File: src/rtl/msi_bank_pkg.sv
package msi_bank_pkg;

  // Number of interrupt sources held by one status word.
  function automatic int unsigned per_reg(bit narrow);
    return narrow ? 8 : 32;
  endfunction

  // Status words actually implemented: the narrow layout packs at most four.
  function automatic int unsigned used_regs(int unsigned shift, bit narrow);
    int unsigned n;
    n = 1 << shift;
    return (narrow && n > 4) ? 4 : n;
  endfunction

  // Byte offset of status word 0.
  function automatic int unsigned status_base(bit narrow);
    return narrow ? 16 : 4;
  endfunction

  // Register bit that stores position pos of word reg_n (reversed order).
  function automatic int unsigned slot_bit(bit narrow, int unsigned reg_n,
                                           int unsigned pos);
    if (narrow) return 31 - 8 * reg_n - pos;
    return 31 - pos;
  endfunction

  // Big-endian presentation of a 32-bit word on the read bus.
  function automatic logic [31:0] be_word(logic [31:0] v);
    return {v[7:0], v[15:8], v[23:16], v[31:24]};
  endfunction

endpackage

File: src/rtl/msi_db_decode.sv
module msi_db_decode
  import msi_bank_pkg::*;
#(
  parameter int SHIFT  = 3,
  parameter bit NARROW = 1'b0,
  parameter int AW     = 8,
  localparam int NREG  = 1 << SHIFT
) (
  input  logic            wr_en,
  input  logic [AW-1:0]   wr_addr,
  input  logic [31:0]     wr_data,
  output logic [NREG-1:0] set_oh,
  output logic [4:0]      set_bit
);
  localparam int NUSED = int'(used_regs(SHIFT, NARROW));
  localparam logic [31-SHIFT:0] POS_LIM = (32-SHIFT)'(per_reg(NARROW));
  localparam logic [SHIFT:0]    SEL_LIM = (SHIFT+1)'(NUSED);

  logic [SHIFT-1:0]  sel;
  logic [31-SHIFT:0] pos;
  logic              hit;

  always_comb begin
    sel     = wr_data[SHIFT-1:0];
    pos     = wr_data[31:SHIFT];
    hit     = wr_en && (wr_addr == '0) && (pos < POS_LIM) && ({1'b0, sel} < SEL_LIM);
    set_oh  = hit ? (NREG'(1) << sel) : '0;
    set_bit = 5'(slot_bit(NARROW, 32'(sel), 32'(pos[4:0])));
  end
endmodule

File: src/rtl/msi_status_word.sv
module msi_status_word (
  input  logic        clk,
  input  logic        rst_n,
  input  logic        set_en,
  input  logic [4:0]  set_bit,
  input  logic        clr_en,
  output logic [31:0] word
);
  logic [31:0] set_mask;
  logic [31:0] word_nx;

  always_comb begin
    set_mask = set_en ? (32'd1 << set_bit) : '0;
    // set wins over a clearing read in the same cycle
    word_nx  = (clr_en ? 32'd0 : word) | set_mask;
  end

  always_ff @(posedge clk or negedge rst_n) begin
    if (!rst_n) word <= '0;
    else        word <= word_nx;
  end
endmodule

File: src/rtl/msi_rd_port.sv
module msi_rd_port
  import msi_bank_pkg::*;
#(
  parameter int SHIFT  = 3,
  parameter bit NARROW = 1'b0,
  parameter int AW     = 8,
  localparam int NREG  = 1 << SHIFT
) (
  input  logic                  clk,
  input  logic                  rst_n,
  input  logic                  rd_en,
  input  logic [AW-1:0]         rd_addr,
  input  logic [NREG-1:0][31:0] words,
  output logic                  rd_hit,
  output logic [NREG-1:0]       clr_oh,
  output logic [31:0]           rd_data
);
  localparam int NUSED = int'(used_regs(SHIFT, NARROW));
  localparam logic [AW-1:0] BASE_A = AW'(status_base(NARROW));
  localparam logic [AW-3:0] NU_A   = (AW-2)'(NUSED);

  logic [AW-1:0]    off;
  logic [SHIFT-1:0] idx;

  always_comb begin
    off    = rd_addr - BASE_A;
    idx    = off[SHIFT+1:2];
    rd_hit = rd_en && (rd_addr >= BASE_A) && (off[1:0] == 2'b00) && (off[AW-1:2] < NU_A);
    clr_oh = rd_hit ? (NREG'(1) << idx) : '0;
  end

  always_ff @(posedge clk or negedge rst_n) begin
    if (!rst_n)     rd_data <= '0;
    else if (rd_en) rd_data <= rd_hit ? be_word(words[idx]) : 32'd0;
  end
endmodule

File: src/rtl/msi_doorbell_bank.sv
module msi_doorbell_bank
  import msi_bank_pkg::*;
#(
  parameter int SHIFT  = 3,
  parameter bit NARROW = 1'b0,
  parameter int AW     = 8,
  localparam int NREG  = 1 << SHIFT
) (
  input  logic            clk,
  input  logic            rst_n,
  input  logic            wr_en,
  input  logic [AW-1:0]   wr_addr,
  input  logic [31:0]     wr_data,
  input  logic            rd_en,
  input  logic [AW-1:0]   rd_addr,
  output logic [31:0]     rd_data,
  output logic [NREG-1:0] irq
);
  localparam int NUSED = int'(used_regs(SHIFT, NARROW));

  // named internal events, observed by the bound checker
  logic [NREG-1:0]       db_set_oh;
  logic [4:0]            db_set_bit;
  logic [NREG-1:0]       rd_clr_oh;
  logic                  rd_hit;
  logic [NREG-1:0][31:0] words;

  msi_db_decode #(.SHIFT(SHIFT), .NARROW(NARROW), .AW(AW)) u_dec (
    .wr_en   (wr_en),
    .wr_addr (wr_addr),
    .wr_data (wr_data),
    .set_oh  (db_set_oh),
    .set_bit (db_set_bit)
  );

  for (genvar n = 0; n < NREG; n++) begin : g_reg
    if (n < NUSED) begin : g_live
      msi_status_word u_word (
        .clk     (clk),
        .rst_n   (rst_n),
        .set_en  (db_set_oh[n]),
        .set_bit (db_set_bit),
        .clr_en  (rd_clr_oh[n]),
        .word    (words[n])
      );
    end else begin : g_absent
      assign words[n] = '0;
    end
    assign irq[n] = |words[n];
  end

  msi_rd_port #(.SHIFT(SHIFT), .NARROW(NARROW), .AW(AW)) u_rd (
    .clk     (clk),
    .rst_n   (rst_n),
    .rd_en   (rd_en),
    .rd_addr (rd_addr),
    .words   (words),
    .rd_hit  (rd_hit),
    .clr_oh  (rd_clr_oh),
    .rd_data (rd_data)
  );
endmodule

File: config.mk
export PLATFORM = sky130hd
export DESIGN_NAME = msi_doorbell_bank
export DESIGN_NICKNAME = d
export VERILOG_FILES = /design/src/rtl/msi_bank_pkg.sv /design/src/rtl/msi_db_decode.sv /design/src/rtl/msi_status_word.sv /design/src/rtl/msi_rd_port.sv /design/src/rtl/msi_doorbell_bank.sv
export SDC_FILE = /design/constraint.sdc
export NUM_CORES = 1
export LEC_CHECK = 0
export BUFFER_PORTS_ARGS = -buffer_cell sky130_fd_sc_hd__clkbuf_2
export CAP_MARGIN = 20
export CORE_ASPECT_RATIO = 1.25
export CORE_MARGIN = 3
export CORE_UTILIZATION = 60
export CTS_CLUSTER_SIZE = 28
export DETAILED_ROUTE_END_ITERATION = 6
export PLACE_DENSITY = 0.79
export SLEW_MARGIN = 20
export SYNTH_ARGS = -nofsm -noshare
export SYNTH_HDL_FRONTEND = slang
export SYNTH_SLANG_ARGS = --single-unit
File: constraint.sdc
create_clock -name clk -period 2 [get_ports clk]
set_clock_uncertainty 0.2 [all_clocks]
set_input_delay 0.1 -clock clk [delete_from_list [all_inputs] [get_ports clk]]
set_output_delay 0.1 -clock clk [all_outputs]
set_load 0.02 [all_outputs]
Yosys cells after proc, flatten, opt, wreduce, memory -nomap -nowiden
Index checks and enable logic that the tools add are counted.
- $add $sub $neg: 2
- equality and inequality tests: 0
- shift operators: 3
- multipliers: 0
- reductions and logical operators: 15
- bitwise gates (word level): 8
- multiplexer cells: 21
- $lt $le $gt $ge: 4
- divide/modulo/power cells: 0
- operators with widths (operator ; number):
    2-to-1 mux 32 bit ; 18
    bitwise OR 32 bit ; 8
    OR reduction 32 bit ; 8
    binary-select mux 32 bit (select 3 bit) ; 1
    << shifter 1 x 5 -> 32 bit, first input constant ; 1
    less-than comparator 29 x 6 -> 1 bit, second input constant ; 1
    2-to-1 mux 8 bit ; 2
    << shifter 1 x 3 -> 8 bit, first input constant ; 2
    greater-or-equal comparator 8 x 3 -> 1 bit, second input constant ; 1
    zero test 8 bit ; 1
    subtractor 8 x 3 -> 8 bit, second input constant ; 1
    less-than comparator 6 x 4 -> 1 bit, second input constant ; 1
    logical AND 1 bit ; 5
    subtractor 5 bit, first input constant ; 1
    less-than comparator 3 x 4 -> 1 bit, second input constant ; 1
    zero test 2 bit ; 1
- memory bits (read-only): 0
- memories: 0
- register bits: 288
- bits in latches: 0
- bits in writable memories: 0
- output and inout bits: 40
- input port bits: 52

Longest topological paths before layout
Gate-level depths: netlist of the first run.
- depth after elaboration: 7
- gate-level depth with buffers: 10
- gate-level depth less buffers: 7

Cells and area by module
A second synthesis of the first run with hierarchy kept.
- cells, all modules: 1290
- area, all modules: 14368.8 sq um
- by module, submodules not included (module ; times used ; cells each ; area an instance (sq um)):
    msi_status_word ; 8 ; 115 ; 1282.5
    msi_rd_port ; 1 ; 248 ; 3248.1
    msi_doorbell_bank ; 1 ; 88 ; 600.6
    msi_db_decode ; 1 ; 34 ; 260.2

Worst setup path before layout of the first run
Ideal clock, no wire load.
- path type: input to register
- from: in rd_addr[2]
- to: reg u_rd.rd_data[10]
- arrival: 1674 ps
- stages: 10
- data required time: 1659 ps
- path slack: -15 ps
- cell sequence: inv_1 -> ha_1 -> ha_1 -> clkbuf_1 -> or2_2 -> clkbuf_1 -> clkbuf_1 -> o22ai_1 -> nor2_1 -> o22ai_1
- cells in the longest elaborated chain, start to end: 5
- elaborated cells between the ends (all ways): 9
- those cells by class: 1 x add/sub; 2 x order compare; 3 x mux; 3 x reduce/logical
- ends and longest elaborated chain (what ; line ; RTL):
    from (decl) ; msi_doorbell_bank.sv:15 ; input logic [AW-1:0] rd_addr,
    parallel branches: the longest is 4 deep, another holds subtractor 8 x 3 -> 8 bit ; - ;
    2-to-1 mux 32 bit * ; msi_rd_port.sv:34 ; else if (rd_en) rd_data <= rd_hit ? be_word(words[idx]) : 32'd0;
    to (signal assigned) ; msi_rd_port.sv:34 ;
    to (decl) ; msi_rd_port.sv:16 ; output logic [31:0] rd_data
Mark *: on every way between the ends. The select of a mux whose other input is x is not followed.
A chain may end at the register's enable or synchronous reset.

Final worst setup path of the first run
- from: reg g_reg[3].g_live.u_word.word[2]
- to: out irq[3]
- cells in the longest elaborated chain, start to end: 1
- ends and longest elaborated chain (what ; line ; RTL):
    from (decl) ; msi_status_word.sv:7 ; output logic [31:0] word
    from (signal assigned) ; msi_status_word.sv:20 ; else word <= word_nx;
    OR reduction 32 bit ; msi_doorbell_bank.sv:49 ; assign irq[n] = |words[n];
    to (decl) ; msi_doorbell_bank.sv:17 ; output logic [NREG-1:0] irq
Every way passes these cells.

==> qor.csv, run 1 <==
stage;metric;value;unit
floorplanning;# rows;61;
yosys;dominant cell by count in the synthesized netlist;o22ai_1;
global_routing;met1 usage;0.432;
clock_network;Sink Count;288;
yosys;syn_nets;1440;
yosys;largest cells by area after synthesis;dfrtp_1 53%, o22ai_1 16%, mux2i_1 9.4%;
placement;hpwl dp;28000;µm
flow_run;# Max-Cap Violations;0;
layout;Layout area overhead;23.6;%
yosys;register area share after synthesis;0.526;
setup_path;Worst EP arrival;2.04;ns
placement;Placed Instances;1774;
layout;Post-Layout Cell Count;1846;
yosys;Netlist cell types;34;
setup_path;R2R Setup Slk;0.46;ns
route;Routed WL;42800;µm
layout;final core utilization;0.757;
clock_network;CTS tree;yes;
floorplanning;Die Area;24700;µm²
global_routing;initial antenna violation count;0;
clock_network;clock latency on the worst-skew pair;0.55;ns
yosys;cell taking the most area after synthesis;dfrtp_1;
min_path;hold depth;6;
route;Pre-Repair DR Iteration Count;6;
global_routing;Tot GR Track Use;0.343;
run_status;result of the run;finished with violations;
setup_path;Worst R2R End;u_rd.rd_data[14];
global_routing;first-pass GRT wire length;67100;µm
clock_network;Max H-tree Level;1;
yosys;Mapped Area;13700;µm²
timing;final setup margin;-0.336;ns
min_path;worst hold path startpoint;wr_addr[6];
timing;final setup TNS;-2.16;ns
layout;Final Instance Area;16900;µm²
run_status;failing checks;setup timing;
timing;Final period util;1.17;
yosys;post-synth top area share;0.526;
timing;Worst slew margin;0.655;
clock_network;Clock transition at path regs;0.06;ns
route;WL per Instance;23.2;µm
layout;layout cells sized above 1;0.212;
global_routing;met2 Use GR;0.555;
clock_network;clock root cell;clkbuf_16;
power;leakage;0.00846;µW
route;vias post-DR;12100;
yosys;most frequent cells after synthesis;352 x o22ai_1, 294 x inv_1, 288 x dfrtp_1;
setup_path;worst flop-to-flop path startpoint;g_reg[4].g_live.u_word.word[22];
yosys;FF+latch count, synth;288;
route;DRC Markers;0;
route;Vias/cell;6.56;
power;VDD IR max;0.757;mV
floorplanning;starting density of the core;0.612;
placement;PortBufs;91;
timing;Final setup viols;8;
setup_path;Max FO, Critical Path;3;
yosys;syn avg cell area;9.91;µm²
setup_path;Critical Path RT;1.70;ns
yosys;Mapped Cells;1382;
timing;Hold Vio Cnt, Final;0;
clock_network;Longest Clk Path Bufs;3;
global_routing;vias in the first global route;12200;
global_routing;largest net degree at the start of global routing;59;
route;post-route ant nets;0;
setup_path;worst setup path category;register to output port;
route;number of DRC markers in iteration 0;1357;
placement;routability cong.;0.937;
timing;FMAX;428;MHz
layout;ANT cells;0;
floorplanning;Die H;175;µm
layout;Layout Nets;1599;
floorplanning;CORE AREA;22400;µm²
min_path;Worst Hold End;g_reg[3].g_live.u_word.word[11];
timing;fin. max-slew vios;0;
power;PwrDens;888;nW/µm²
min_path;worst hold path type;input pin to register;
yosys;fraction of registers with async set/reset;1.00;
yosys;Top FF cell, synth;dfrtp_1;
floorplanning;io pins;92;
yosys;synth warn;0;
setup_path;Worst Setup Start Kind;register;
clock_network;CTS buffer count;29;
timing;unrepaired setup endpoints after global routing;yes;
setup_path;R2R depth;5;
floorplanning;Die Span X;141;µm
placement;area of placed instances;15400;µm²
timing;Final Critical Period;2.34;ns
yosys;EDFF count, synth;0;
global_routing;global-route met3 utilization;0.0506;
global_routing;Most Crowded Layer GR;met2;
timing;Worst Tran Pin Value;0.517;ns
setup_path;type of destination of the critical path;output port;
global_routing;gr ovfl total;0;
## worst max-delay path by stage
stage,from,end,slack (ns)
3_5_place_dp,wr_data[31],g_reg[0].g_live.u_word.word[2],-0.16
3_3_place_gp,rd_addr[2],g_reg[7].g_live.u_word.word[0],-0.09
6_report,g_reg[3].g_live.u_word.word[2],irq[3],-0.34
5_1_grt,g_reg[3].g_live.u_word.word[2],irq[3],-0.34
4_1_cts,g_reg[1].g_live.u_word.word[25],irq[1],-0.29
2_1_floorplan,rd_addr[2],u_rd.rd_data[10],-0.01
## metrics by stage
stage | hold slack (ns) | setup WS, ns | power (µW)
final | 0.0241 | -0.336 | 15000
after global routing | 0.0475 | -0.344 | 15500
after detailed placement | -0.124 | -0.158 | 8980
after CTS | 0.00522 | -0.294 | 15000
after global placement | -0.126 | -0.0916 | 8860
after floorplan | -0.396 | -0.0148 | 8140
## cell usage in the layout (no fill, tap or decap), types with 13 or more instances in the layout
cell type | Yosys | final
dfrtp_1 | 288 | 286
nor4_2 | 12 | 35
nand2_1 | 34 | 34
nor2_1 | 34 | 34
nor4_1 | 68 | 36
nor4_4 | 4 | 13
buf_4 | 1 | 82
nand4_1 | 17 | 17
buf_12 | 0 | 35
mux2i_1 | 128 | 128
clkbuf_16 | 0 | 29
clkbuf_2 | 0 | 85
o22ai_1 | 352 | 352
inv_1 | 294 | 294
## power breakdown
group	internal [µW]	switching, µW	leakage, µW
registers	6410	602	0.00285
clock network	3660	2270	0.000514
logic	970	1130	0.00510
## layout make-up
cell class              count  area [µm²]
fillers                  1442        5430
clock buffers              42         835
flip-flops and latches    288        7210
inverters                 294        1100
well taps                 283         354
multi-input cells         712        5320
repair buffers            216        1900
clock inverters            11         209
## routing by layer
layer	up-vias	part of all wire
li1	5281	-
met1	5874	0.36
met2	738	0.48
met3	216	0.080
met4	0	0.079
met5	-	0
## state kept, by name (all words and copies together) (netlist names)
| signal | count |
|---|---|
| g.g_live.u_word.word | 256 |
| u_rd.rd_data | 32 |
## repair_timing
action	in CTS	in global routing
endpoints found under the hold margin	394	0
gates resized for setup	44	20
setup buffers	8	3
hold buffers	8	0
endpoints found under the setup margin	8	8
pin swaps	22	13
## critical path: stages, from the launching register on
cell and delay, ns:
dfrtp_1 0.44, nor4_4 0.40, nand4_1 0.21, or2_4 0.29
clkbuf_2 0.15
## cell families (layout without fill, tap and decap cells)
| logic type | after synthesis | after routing | synth area share |
|---|---|---|---|
| AOI/OAI and AO/OA | 365 | 365 | 0.169 |
| adders and majority gates | 6 | 6 | 0.00548 |
| buffers and inverters | 382 | 563 | 0.108 |
| DFF | 288 | 288 | 0.526 |
| muxes | 128 | 128 | 0.0936 |
| and+or+nand+nor | 213 | 213 | 0.0979 |
No activity file was read; power rests on OpenSTA's default activity.
==> run 2, diff against run 1 <==
--- a/config.mk
+++ b/config.mk
@@ -9,10 +9,9 @@
 export CAP_MARGIN = 20
 export CORE_ASPECT_RATIO = 1.25
 export CORE_MARGIN = 3
-export CORE_UTILIZATION = 60
+export CORE_UTILIZATION = 47
 export CTS_CLUSTER_SIZE = 28
 export DETAILED_ROUTE_END_ITERATION = 6
-export PLACE_DENSITY = 0.79
 export SLEW_MARGIN = 20
 export SYNTH_ARGS = -nofsm -noshare
 export SYNTH_HDL_FRONTEND = slang
==> qor.csv, run 2 (synthesis gave the netlist of run 1 again) <==
stage;metric;value;unit
route;Routed WL;43900;µm
route;Vias/cell;5.78;
placement;Placed Instances;1925;
layout;max reg flops;256;
run_status;failing checks;setup timing;
layout;Fillers;2404;
placement;routability cong.;0.899;
setup_path;Worst EP arrival;2.08;ns
global_routing;largest net degree at the start of global routing;77;
clock_network;CTS tree;yes;
timing;Final setup viols;8;
route;vias post-DR;11500;
timing;Hold Vio Cnt, Final;0;
placement;PortBufs;91;
min_path;worst hold path type;input pin to register;
global_routing;gr ovfl total;0;
floorplanning;starting density of the core;0.479;
clock_network;Clock transition at path regs;0.07;ns
timing;fin. max-slew vios;0;
clock_network;CTS buffer count;29;
route;DRC Markers;0;
route;highest metal used;met4;
flow_run;# Max-Cap Violations;0;
timing;Final Critical Period;2.38;ns
global_routing;Tot GR Track Use;0.284;
clock_network;clock root cell;clkbuf_16;
layout;Final Instance Area;17400;µm²
route;number of DRC markers in iteration 0;762;
timing;Worst Tran Pin Value;0.490;ns
min_path;hold depth;6;
floorplanning;Die H;197;µm
layout;Layout Nets;1642;
setup_path;Worst Setup Start Kind;register;
setup_path;R2R depth;6;
floorplanning;Die Area;31200;µm²
timing;final setup margin;-0.376;ns
timing;FMAX;421;MHz
route;met2 wire length;21600;µm
layout;most frequent cells in the layout;352 x o22ai_1, 294 x inv_1, 288 x dfrtp_1, 128 x mux2i_1, 123 x buf_4;
timing;Final period util;1.19;
layout;most common cell after layout, fill and taps aside;o22ai_1;
layout;Largest Register;g.g_live.u_word.word;
clock_network;Sink Count;288;
floorplanning;io pins;92;
power;Power Total;15000;µW
floorplanning;Die Span X;159;µm
global_routing;initial antenna violation count;0;
global_routing;first-pass GRT wire length;68500;µm
setup_path;Critical Path RT;1.70;ns
setup_path;Max FO, Critical Path;2;
route;routed wl met3;1920;µm
layout;ANT cells;0;
timing;Worst slew margin;0.671;
floorplanning;CORE AREA;28600;µm²
route;WL per Instance;22.0;µm
timing;unrepaired setup endpoints after global routing;yes;
placement;hpwl dp;29900;µm
clock_network;Max H-tree Level;1;
layout;layout cells sized above 1;0.234;
placement;area of placed instances;15900;µm²
layout;Post-Layout Cell Count;1996;
layout;biggest regs;g.g_live.u_word.word (256), u_rd.rd_data (32);
route;Pre-Repair DR Iteration Count;5;
clock_network;clock latency on the worst-skew pair;0.56;ns
clock_network;Longest Clk Path Bufs;3;
layout;Layout area overhead;27.1;%
floorplanning;# rows;69;
setup_path;worst setup path category;register to output port;
route;M1 WL;17800;µm
timing;final setup TNS;-2.39;ns
power;VDD IR max;0.665;mV
route;post-route ant nets;0;
setup_path;type of destination of the critical path;output port;
power;leakage;0.00867;µW
power;PwrDens;861;nW/µm²
global_routing;vias in the first global route;11900;
run_status;result of the run;finished with violations;
-- run 2: routing by layer --
layer	up-vias	track usage
met5	-	0
met4	0	0.139
li1	5364	-
met3	110	0.0347
met1	5740	0.365
met2	324	0.472
-- run 2: power by group --
part | leakage, µW | switching, µW | internal (µW)
Combinational | 0.00532 | 1110 | 1070
Sequential | 0.00285 | 562 | 6410
Clock | 0.000500 | 2340 | 3500
-- run 2: worst max-delay path, cell delays in order, from the launching register on --
cell,delay (ns)
dfrtp_1,0.42
nor4_4,0.32
buf_4,0.16
nand4_1,0.07
buf_4,0.18
or2_4,0.24
buf_8,0.13
-- run 2: what timing repair did --
item                       CTS  global route
setup endpoints to repair    8             8
pin swaps                   21             5
buffers inserted            13             0
hold buffers                 5             0
resized for setup           48            11
hold endpoints to repair   339             0
-- run 2: final timing paths --
path	from	end	slack [ns]
worst max register to register	g_reg[7].g_live.u_word.word[18]	u_rd.rd_data[10]	0.45
max in group asynchronous	rst_n	g_reg[4].g_live.u_word.word[31]	0.31
worst min-delay path	wr_data[7]	g_reg[1].g_live.u_word.word[30]	0.03
worst max-delay path	g_reg[0].g_live.u_word.word[1]	irq[0]	-0.38
min in group asynchronous	rst_n	g_reg[0].g_live.u_word.word[17]	0.49
worst min register to register	u_rd.rd_data[0]	u_rd.rd_data[0]	0.33
-- run 2: final cells by class --
cell class | count | area, µm² | area share
tap | 390 | 488 | 0.0280
timing repair buffer | 259 | 2290 | 0.132
sequential | 288 | 7210 | 0.414
multi-input combinational | 712 | 5290 | 0.304
clock inverter | 11 | 166 | 0.00956
inverter | 294 | 1100 | 0.0634
clock buffer | 42 | 865 | 0.0497
-- run 2: per-stage QoR --
| step | worst slack (ns) | utilization | hold WS [ns] |
|---|---|---|---|
| floorplan | -0.0148 | - | -0.396 |
| global placement | -0.127 | 0.557 | -0.271 |
| detailed placement | -0.175 | 0.557 | -0.269 |
| CTS | -0.396 | 0.607 | 0.0167 |
| global route | -0.445 | 0.609 | 0.0522 |
| finish | -0.376 | 0.609 | 0.0275 |
==> run 3, diff against run 2 <==
==> constraint.sdc (replaced) <==
create_clock -name clk -period 2.2 [get_ports clk]
set_clock_uncertainty 0.2 [all_clocks]
set_input_delay 0.11 -clock clk [delete_from_list [all_inputs] [get_ports clk]]
set_output_delay 0.11 -clock clk [all_outputs]
set_load 0.02 [all_outputs]
==> qor.csv, run 3 (synthesis gave the netlist of run 1 again) <==
stage;metric;value;unit
floorplanning;Die H;197;µm
clock_network;Sink Count;288;
floorplanning;CORE AREA;28600;µm²
timing;Hold Vio Cnt, Final;0;
route;DRC Markers;0;
clock_network;clock root cell;clkbuf_16;
layout;Fillers;2509;
layout;Largest Register;g.g_live.u_word.word;
min_path;worst hold path type;input pin to register;
layout;Reg area;7210;µm²
layout;Final Instance Area;16700;µm²
route;Routed WL;44300;µm
timing;Final Critical Period;2.38;ns
timing;worst hold slack;0.00892;ns
layout;most common cell after layout, fill and taps aside;o22ai_1;
setup_path;Worst EP arrival;2.07;ns
power;PwrDens;801;nW/µm²
run_status;result of the run;finished with violations;
timing;final setup margin;-0.175;ns
flow_run;# Max-Cap Violations;0;
layout;final core utilization;0.586;
layout;biggest regs;g.g_live.u_word.word (256), u_rd.rd_data (32);
timing;Final period util;1.08;
timing;Final setup viols;7;
route;WL per Instance;23.0;µm
global_routing;largest net degree at the start of global routing;53;
layout;ANT cells;0;
power;VDD IR max;0.710;mV
layout;most frequent cells in the layout;352 x o22ai_1, 294 x inv_1, 288 x dfrtp_1, 128 x mux2i_1, 83 x clkbuf_2;
setup_path;Critical Path RT;1.89;ns
route;post-route ant nets;0;
clock_network;Clock transition at path regs;0.06;ns
timing;FMAX;421;MHz
global_routing;initial antenna violation count;0;
placement;area of placed instances;15200;µm²
route;Pre-Repair DR Iteration Count;5;
global_routing;gr ovfl total;0;
floorplanning;# rows;69;
floorplanning;starting density of the core;0.479;
run_status;failing checks;setup timing;
placement;hpwl dp;29200;µm
clock_network;CTS tree;yes;
layout;Layout Nets;1576;
floorplanning;Die Span X;159;µm
layout;layout cells sized above 1;0.208;
layout;Layout area overhead;22.3;%
power;Power Total;13400;µW
timing;Worst slew margin;0.657;
global_routing;Tot GR Track Use;0.283;
floorplanning;Die Area;31200;µm²
setup_path;worst setup path category;register to output port;
placement;routability cong.;0.887;
setup_path;Worst Setup Start Kind;register;
global_routing;vias in the first global route;11300;
timing;Worst Tran Pin Value;0.510;ns
setup_path;CP Cell Sequence;nor4_2 -> buf_4 -> nand4_1 -> or2_4 -> buf_8;
setup_path;slowest stage cell, crit path;dfrtp_1;
clock_network;Max H-tree Level;1;
clock_network;clock latency on the worst-skew pair;0.54;ns
route;vias post-DR;11200;
placement;Setup Slack @ Placement;-0.0687;ns
layout;max reg flops;256;
placement;PortBufs;91;
clock_network;CTS buffer count;29;
floorplanning;io pins;92;
setup_path;type of destination of the critical path;output port;
global_routing;first-pass GRT wire length;68400;µm
setup_path;CP peak stage delay;0.40;ns
route;number of DRC markers in iteration 0;828;
layout;Multi-input gate area;5350;µm²
timing;unrepaired setup endpoints after global routing;yes;
timing;fin. max-slew vios;0;
route;Vias/cell;5.81;
clock_network;Longest Clk Path Bufs;3;
setup_path;Max FO, Critical Path;3;
power;leakage;0.00830;µW
==> run 3: path summary, 6_finish.rpt <==
check | start | end | slack (ns) | cells past startpoint
min | wr_addr[6] | g_reg[3].g_live.u_word.word[1] | 0.009 | 5
min in group asynchronous | rst_n | g_reg[0].g_live.u_word.word[25] | 0.04 | 3
max in group asynchronous | rst_n | u_rd.rd_data[22] | 1.46 | 3
min reg2reg | u_rd.rd_data[4] | u_rd.rd_data[4] | 0.32 | 2
max reg2reg | g_reg[0].g_live.u_word.word[23] | u_rd.rd_data[15] | 0.69 | 4
max | g_reg[2].g_live.u_word.word[2] | irq[2] | -0.18 | 5
==> run 3: per-layer routing <==
metal,track usage,share of wire
met4,0.121,0.048
met1,0.376,0.41
met5,0,0
met3,0.0338,0.045
met2,0.469,0.49
==> run 3: power breakdown <==
group          switching (µW)  total, µW  internal, µW
Sequential                538       6370          5830
Clock                    2080       5190          3110
Combinational             989       1870           876
==> run 3: cell type report <==
| type | count | area share |
|---|---|---|
| multi-input cells | 712 | 0.319 |
| inverters | 294 | 0.0659 |
| flip-flops and latches | 288 | 0.430 |
| repair buffers | 193 | 0.0953 |
| clock buffers | 40 | 0.0500 |
| well taps | 390 | 0.0291 |
| clock inverters | 13 | 0.0100 |
==> run 3: per-stage QoR <==
step           cells  setup TNS (ns)
6_report        1930          -0.638
5_1_grt         1930           -1.46
4_1_cts         1928          -0.683
2_1_floorplan   1382               0
3_5_place_dp    1860           -1.00
3_3_place_gp    1860          -0.167
==> run 3: critical path, delay by kind of cell (launching register included) <==
family | cells | cell delay [ns]
flops | 1 | 0.40
buf+inv | 2 | 0.29
simple gates | 3 | 0.84
==> run 3: timing repair <==
item,4_1_cts,5_1_grt
gates resized for setup,52,24
pin swaps,20,10
hold buffers,4,0
buffers inserted,12,2
endpoints found under the hold margin,354,0
endpoints found under the setup margin,8,22
